**config.mk**
```make
export PLATFORM = sky130hd
export DESIGN_NAME = gain_serial_reg
export DESIGN_NICKNAME = d
export VERILOG_FILES = /design/src/rtl/gain_serial_reg_pkg.sv /design/src/rtl/gr_sync.sv /design/src/rtl/gr_edge.sv /design/src/rtl/gr_shift.sv /design/src/rtl/gr_load.sv /design/src/rtl/gain_serial_reg.sv
export SDC_FILE = /design/constraint.sdc
export NUM_CORES = 1
export LEC_CHECK = 0
export ABC_CLOCK_PERIOD_IN_PS = 1700
export CORE_MARGIN = 2
export CORE_UTILIZATION = 48
export DETAILED_ROUTE_END_ITERATION = 10
export HOLD_SLACK_MARGIN = 0.03
export PLACE_DENSITY = 0.77
export SETUP_SLACK_MARGIN = 0.15
export SYNTH_ARGS = -nofsm -noshare
export SYNTH_HDL_FRONTEND = slang
export SYNTH_SLANG_ARGS = --single-unit
export TNS_END_PERCENT = 5
```
**constraint.sdc**
```tcl
create_clock -name clk -period 1.7 [get_ports clk]
set_input_delay 0.34 -clock clk [delete_from_list [all_inputs] [get_ports clk]]
set_output_delay 0.34 -clock clk [all_outputs]
set_load 0.1 [all_outputs]
```
**src/rtl/gain_serial_reg_pkg.sv**
```systemverilog
package gain_serial_reg_pkg;

    localparam int DEF_WORD_W   = 6;
    localparam int DEF_SYNC_LEN = 2;

    // resynchronised view of the three serial pins
    typedef struct packed {
        logic sclk;
        logic sdata;
        logic strobe;
    } ser_pins_t;

    // decoded events derived from the resynchronised pins
    typedef struct packed {
        logic shift_go;   // accepted serial clock edge
        logic load_go;    // strobe rising edge
        logic strobe_lvl; // strobe level
        logic bit_val;    // data bit aligned with shift_go
    } ser_evt_t;

    function automatic int unsigned cnt_width(input int unsigned n);
        return $clog2(n + 1);
    endfunction

endpackage

```
**src/rtl/gr_sync.sv**
```systemverilog
module gr_sync #(
    parameter int N      = 3,
    parameter int STAGES = 2
) (
    input  logic         clk,
    input  logic         rst,
    input  logic [N-1:0] d_async,
    output logic [N-1:0] d_sync
);
    logic [N-1:0] chain [STAGES];

    always_ff @(posedge clk) begin
        if (rst) begin
            for (int i = 0; i < STAGES; i++) chain[i] <= '0;
        end else begin
            chain[0] <= d_async;
            for (int i = 1; i < STAGES; i++) chain[i] <= chain[i-1];
        end
    end

    assign d_sync = chain[STAGES-1];
endmodule

```
**src/rtl/gr_edge.sv**
```systemverilog
module gr_edge
    import gain_serial_reg_pkg::*;
(
    input  logic      clk,
    input  logic      rst,
    input  ser_pins_t pins,
    output ser_evt_t  evt
);
    ser_pins_t prev;

    always_ff @(posedge clk) begin
        if (rst) prev <= '0;
        else     prev <= pins;
    end

    always_comb begin
        evt.strobe_lvl = pins.strobe;
        evt.bit_val    = pins.sdata;
        evt.shift_go   = pins.sclk & ~prev.sclk & ~pins.strobe;
        evt.load_go    = pins.strobe & ~prev.strobe;
    end
endmodule

```
**src/rtl/gr_shift.sv**
```systemverilog
module gr_shift #(
    parameter int W = 6
) (
    input  logic         clk,
    input  logic         rst,
    input  logic         shift_go,
    input  logic         bit_val,
    output logic [W-1:0] word
);
    always_ff @(posedge clk) begin
        if (rst)           word <= '0;
        else if (shift_go) word <= {word[W-2:0], bit_val};
    end
endmodule

```
**src/rtl/gr_load.sv**
```systemverilog
module gr_load #(
    parameter int W  = 6,
    parameter int CW = 3
) (
    input  logic          clk,
    input  logic          rst,
    input  logic          shift_go,
    input  logic          load_go,
    input  logic [W-1:0]  word,
    output logic [W-1:0]  code,
    output logic [CW-1:0] edge_cnt,
    output logic          short_flag
);
    localparam logic [CW-1:0] FULL = CW'(W);
    logic full_frame;

    assign full_frame = (edge_cnt == FULL);

    always_ff @(posedge clk) begin
        if (rst) begin
            code       <= '0;
            edge_cnt   <= '0;
            short_flag <= 1'b0;
        end else begin
            if (load_go) begin
                if (full_frame) begin
                    code     <= word;
                    edge_cnt <= '0;
                end else begin
                    short_flag <= 1'b1;
                end
            end else if (shift_go && !full_frame) begin
                edge_cnt <= edge_cnt + 1'b1;
            end
        end
    end
endmodule

```
**src/rtl/gain_serial_reg.sv**
```systemverilog
module gain_serial_reg
    import gain_serial_reg_pkg::*;
#(
    parameter int WORD_W   = DEF_WORD_W,
    parameter int SYNC_LEN = DEF_SYNC_LEN
) (
    input  logic              clk,
    input  logic              rst,
    input  logic              sclk_in,
    input  logic              sdata_in,
    input  logic              le_in,
    output logic [WORD_W-1:0] gain_code,
    output logic [WORD_W-1:0] atten_half_db,
    output logic              sdo,
    output logic              short_frame
);
    localparam int CW = cnt_width(WORD_W);
    localparam logic [WORD_W-1:0] MAX_CODE = '1;

    ser_pins_t         pins_raw, pins_s;
    ser_evt_t          evt;
    logic [WORD_W-1:0] shreg;
    logic [CW-1:0]     edge_cnt;
    logic              le_s, le_rise;

    assign pins_raw = '{sclk: sclk_in, sdata: sdata_in, strobe: le_in};

    gr_sync #(.N($bits(ser_pins_t)), .STAGES(SYNC_LEN)) u_sync (
        .clk(clk), .rst(rst), .d_async(pins_raw), .d_sync(pins_s)
    );

    gr_edge u_edge (.clk(clk), .rst(rst), .pins(pins_s), .evt(evt));

    gr_shift #(.W(WORD_W)) u_shift (
        .clk(clk), .rst(rst), .shift_go(evt.shift_go),
        .bit_val(evt.bit_val), .word(shreg)
    );

    gr_load #(.W(WORD_W), .CW(CW)) u_load (
        .clk(clk), .rst(rst), .shift_go(evt.shift_go), .load_go(evt.load_go),
        .word(shreg), .code(gain_code), .edge_cnt(edge_cnt),
        .short_flag(short_frame)
    );

    assign le_s          = evt.strobe_lvl;
    assign le_rise       = evt.load_go;
    assign sdo           = shreg[WORD_W-1];
    assign atten_half_db = MAX_CODE - gain_code;
endmodule

```
After elaboration in Yosys (flattened, before gate mapping)
Memories as Yosys holds them, arrays and structs flattened. Index checks and enable logic that the tools add are counted.

Add/sub/neg operators: 2. Reduce and logical (&&, ||, !) cells: 6. Bitwise operators: 9. Equality and inequality tests: 2. Muxes and demuxes: 8.

Operators with widths (count): 2-to-1 mux 3 bit (5); AND reduction 2 bit (3); subtractor 6 bit (first input constant) (1); NOT 1 bit (4); adder 3 x 1 -> 3 bit (second input constant) (1); bitwise AND 1 bit (3); == test 3 bit (second input constant) (1); 2-to-1 mux 1 bit (3); inequality test 2 x 1 -> 1 bit (second input constant) (1); bitwise OR 1 bit (2); nonzero test 2 bit (1); logical AND 1 bit (1); logical NOT 1 bit (1).

Logic and storage cells: 34. Memories kept: 1. Output and inout bits: 14. Input bits: 5. Bits in writable memories: 6. Register bits after elaboration: 18.

Memories: u_sync.chain (words 2, bits a word 3, rd ports 2, clocked after memory_dff 0, write ports 2, line gr_sync.sv:10) `logic [N-1:0] chain [STAGES];`.

Logic depth before layout (Yosys ltp)
Depth in word-level cells: 6. Mapped depth: 6. Depth with buffers taken out: 5.

Cells and area by module
A second synthesis with hierarchy kept.

Cells, all modules: 95. Area, all modules: 968.4 um2.

Modules (own cells, without submodules): gr_load (area an instance 461.7 um2, times used 1, cells each 47, seq. area each 200.2 um2); gr_shift (area an instance 214.0 um2, times used 1, cells each 19, seq. area each 120.1 um2); gr_sync (area an instance 180.2 um2, times used 1, cells each 15, seq. area each 120.1 um2); gr_edge (area an instance 90.1 um2, times used 1, cells each 8, seq. area each 40.0 um2); gain_serial_reg (area an instance 22.5 um2, times used 1, cells each 6, seq. area each 0.0 um2).

Worst setup path after synthesis
No wires, ideal clock.

Path kind: register to output. Start point: register u_load.code[0]. End point: output port atten_half_db[0]. Setup slack: -0.272 ns. Stages on the path, launching flop included: 2. Path buffers: 0. Arrival time: 1.632 ns. Path through: dfxtp_1 -> inv_1.

Longest elaborated chain between the ends: 1.

Ends and longest elaborated chain: start: declaration (line gr_load.sv:10) `output logic [W-1:0] code,`; start signal: assignment (line gr_load.sv:27) `code <= word;`; subtractor 6 bit (line gain_serial_reg.sv:48) `assign atten_half_db = MAX_CODE - gain_code;`; end: declaration (line gain_serial_reg.sv:13) `output logic [WORD_W-1:0] atten_half_db,`.

No other way between the ends.

==> key figures <==
Setup path
  • Required time worst endpoint: 1.96 ns
  • Critical path class: flip-flop to flip-flop
  • Critical path endpoint category: flip-flop
  • Type of origin of the critical path: flip-flop
  • WP data arrival: 1.70 ns
  • RR Startpoint: u_sync.chain[0][5]
  • Reg2Reg Depth: 3
  • CP Max Fanout: 11
  • Reg2Reg Setup Slack: 0.26 ns
  • R2R Path End: u_load.edge_cnt[0]

Timing
  • RSZ-0062 raised after global routing: false
  • Final hold violation count: 0
  • Setup TNS: 0 ns
  • Final setup fails: 0
  • Max-slew violations: 0
  • Hold WS: 0.450 ns
  • Tcrit/Tclk final: 0.849
  • Worst slew pin tran: 0.322 ns
  • Clk_skew: 0.00197 ns
  • Minimum clock period: 1.44 ns
  • Max frequency: 0.693 GHz
  • Rel. slew slack: 0.785

Yosys
  • Post-synth EDFFs: 0
  • Cell count after synthesis: 93
  • Post-Syn Area: 887 µm²
  • YS warnings: 0
  • Post-synth net total: 100
  • Sequential area share after synthesis: 0.542
  • Post-synth ARST share: 0
  • Mean post-synth cell area: 9.54 µm²
  • Post-synthesis register bit count: 24
  • Synth cell types: 23
  • Top_reg_cell synth: dfxtp_1

Drt
  • Via count: 693
  • Number of remaining DRC errors: 0
  • Routed len/inst: 11.3 µm
  • Via/cell ratio: 4.99
  • ANT nets after route: 0
  • Initial DRC count: 9
  • Routed WL: 1570 µm
  • Pre-antenna DRT Iters: 4

Power
  • Leakage power: 0.522 nW
  • Pwr/cell area: 712 mW/mm²
  • Maximum vdd drop: 0.571 mV

Cells and area
  • Area delta synth->final: 47.4%
  • Post-route insts no fill: 139
  • Layout Utilization: 0.757
  • Layout cells sized above 1: 0.307
  • Ant diodes: 0
  • # fillers: 127
  • Nets: 122

Global routing
  • Initial antenna violation count: 0
  • GRT Util Overall: 0.176
  • First-pass GRT wire length: 2550 µm
  • Largest net degree at the start of global routing: 25
  • Vias in the first global route: 626
  • Overflow after GRT: 0

Clocking
  • Sink Count: 24
  • Root buf cell: clkbuf_4
  • Max Root-Sink Buffers: 2
  • CTS tree: yes
  • TritonCTS Buffers: 3
  • Insertion delay to the later sink of the worst-skew pair: 0.32 ns
  • CTS clock-pin slew for the worst setup and hold paths: 0.13 ns
  • CTS HTree Levels: 1

Hold path
  • Hold path start: u_sync.chain[0][4]
  • Sink of the worst hold path: u_shift.word[0]
  • Hold Path Stages: 2
  • Worst Hold Class: flip-flop to flip-flop

Placed design
  • HPWL Detailed: 1140 µm
  • Gpl congestion: 0.676
  • Placed insts: 135
  • IO buf count: 18

Floorplanning
  • Rows: 15
  • Die span in y: 47.0 µm
  • Starting Density: 0.514
  • Die width: 47.0 µm
  • # IOs: 19
  • Full die area: 0.00221 mm²
  • Core area: 0.00173 mm²

Status
  • Outcome: completed

Run
  • Number of max-cap violations: 0
[metrics by stage]
| stage | setup slack [ns] | area [µm²] | total power (W) |
|---|---|---|---|
| 6_report | 0.256 | 1310 | 0.000931 |
| 4_1_cts | 0.239 | 1310 | 0.000934 |
| 2_1_floorplan | 0.0846 | 920 | 0.000622 |
| 3_5_place_dp | 0.279 | 1270 | 0.000644 |
| 5_1_grt | 0.162 | 1310 | 0.000959 |
| 3_3_place_gp | 0.338 | 1270 | 0.000643 |
[synth_stat cells (all sizes together), types with 6 or more instances]
master | number | area (µm²)
inv | 7 | 26.3
nor2 | 7 | 26.3
a21oi | 8 | 40.0
mux2i | 6 | 60.1
nor2b | 8 | 50.1
nand2 | 12 | 45.0
dfxtp | 24 | 480
[how the worst max path moves through the flow]
stage                         endpoint                from  cells past startpoint
global placement    u_load.edge_cnt[0]  u_load.edge_cnt[0]                      5
floorplan             atten_half_db[1]      u_load.code[1]                      1
finish              u_load.edge_cnt[0]  u_sync.chain[0][5]                      3
detailed placement  u_load.edge_cnt[0]  u_load.edge_cnt[0]                      5
CTS                 u_load.edge_cnt[0]  u_load.edge_cnt[0]                      5
global route        u_load.edge_cnt[0]  u_sync.chain[0][3]                      3
[flip-flops by register name, indices dropped and copies added (netlist names)]
| signal | cells |
|---|---|
| u_edge.prev | 2 |
| u_load.short_flag | 1 |
| u_load.edge_cnt | 3 |
| u_load.code | 6 |
| u_sync.chain | 6 |
| u_shift.word | 6 |
[per-layer routing]
layer  share of wire  up-vias  routed length [µm]  track usage
met2            0.52       19                 810        0.288
met5               0        -                   0            0
li1                -      349                   -            -
met3           0.032        5                  50       0.0346
met4           0.042        0                  66        0.178
met1            0.41      320                 643        0.183
[kinds of logic (layout without fill, tap and decap cells)]
family | Yosys count | in the layout | synth area share
flops | 24 | 24 | 0.542
compound gates | 12 | 12 | 0.0804
simple gates | 38 | 38 | 0.226
buf+inv | 11 | 32 | 0.0564
mux | 6 | 6 | 0.0677
fa+ha+maj | 2 | 2 | 0.0282
[where the power goes]
part / switching (W) / internal, W
Sequential: 0.00000587 / 0.000572
Clock: 0.000169 / 0.000131
Combinational: 0.0000282 / 0.0000259
Total: 0.000203 / 0.000729
[timing repair]
action                                  in CTS  in global routing
resized for setup                            0                  1
hold buffers                                 0                  0
setup buffers                                0                  0
endpoints found under the setup margin       0                  1
[placed cells by master, fill, tap and decap left out, types with 3 or more instances in the layout]
cell type,count
buf_12,14
clkbuf_4,3
dfxtp_1,17
mux2i_1,6
clkinvlp_4,6
nor2b_1,8
a21oi_1,8
clkdlybuf4s50_1,4
dfxtp_2,6
nand2_1,12
nor2_1,7
buf_4,3
[critical path: stages, from the launching register on]
cell	delay, ns
dfxtp_1	0.36
or3b_1	0.51
or3_1	0.37
a21oi_1	0.14
[cell type report]
| cell class | instances | area (µm²) | share of cell area |
|---|---|---|---|
| clock buffers | 4 | 36.3 | 0.0278 |
| inverters | 7 | 48.8 | 0.0373 |
| multi-input cells | 58 | 357 | 0.273 |
| flip-flops and latches | 24 | 492 | 0.376 |
| well taps | 25 | 31.3 | 0.0239 |
| repair buffers | 21 | 343 | 0.262 |
No activity file was read; power rests on OpenSTA's default activity.
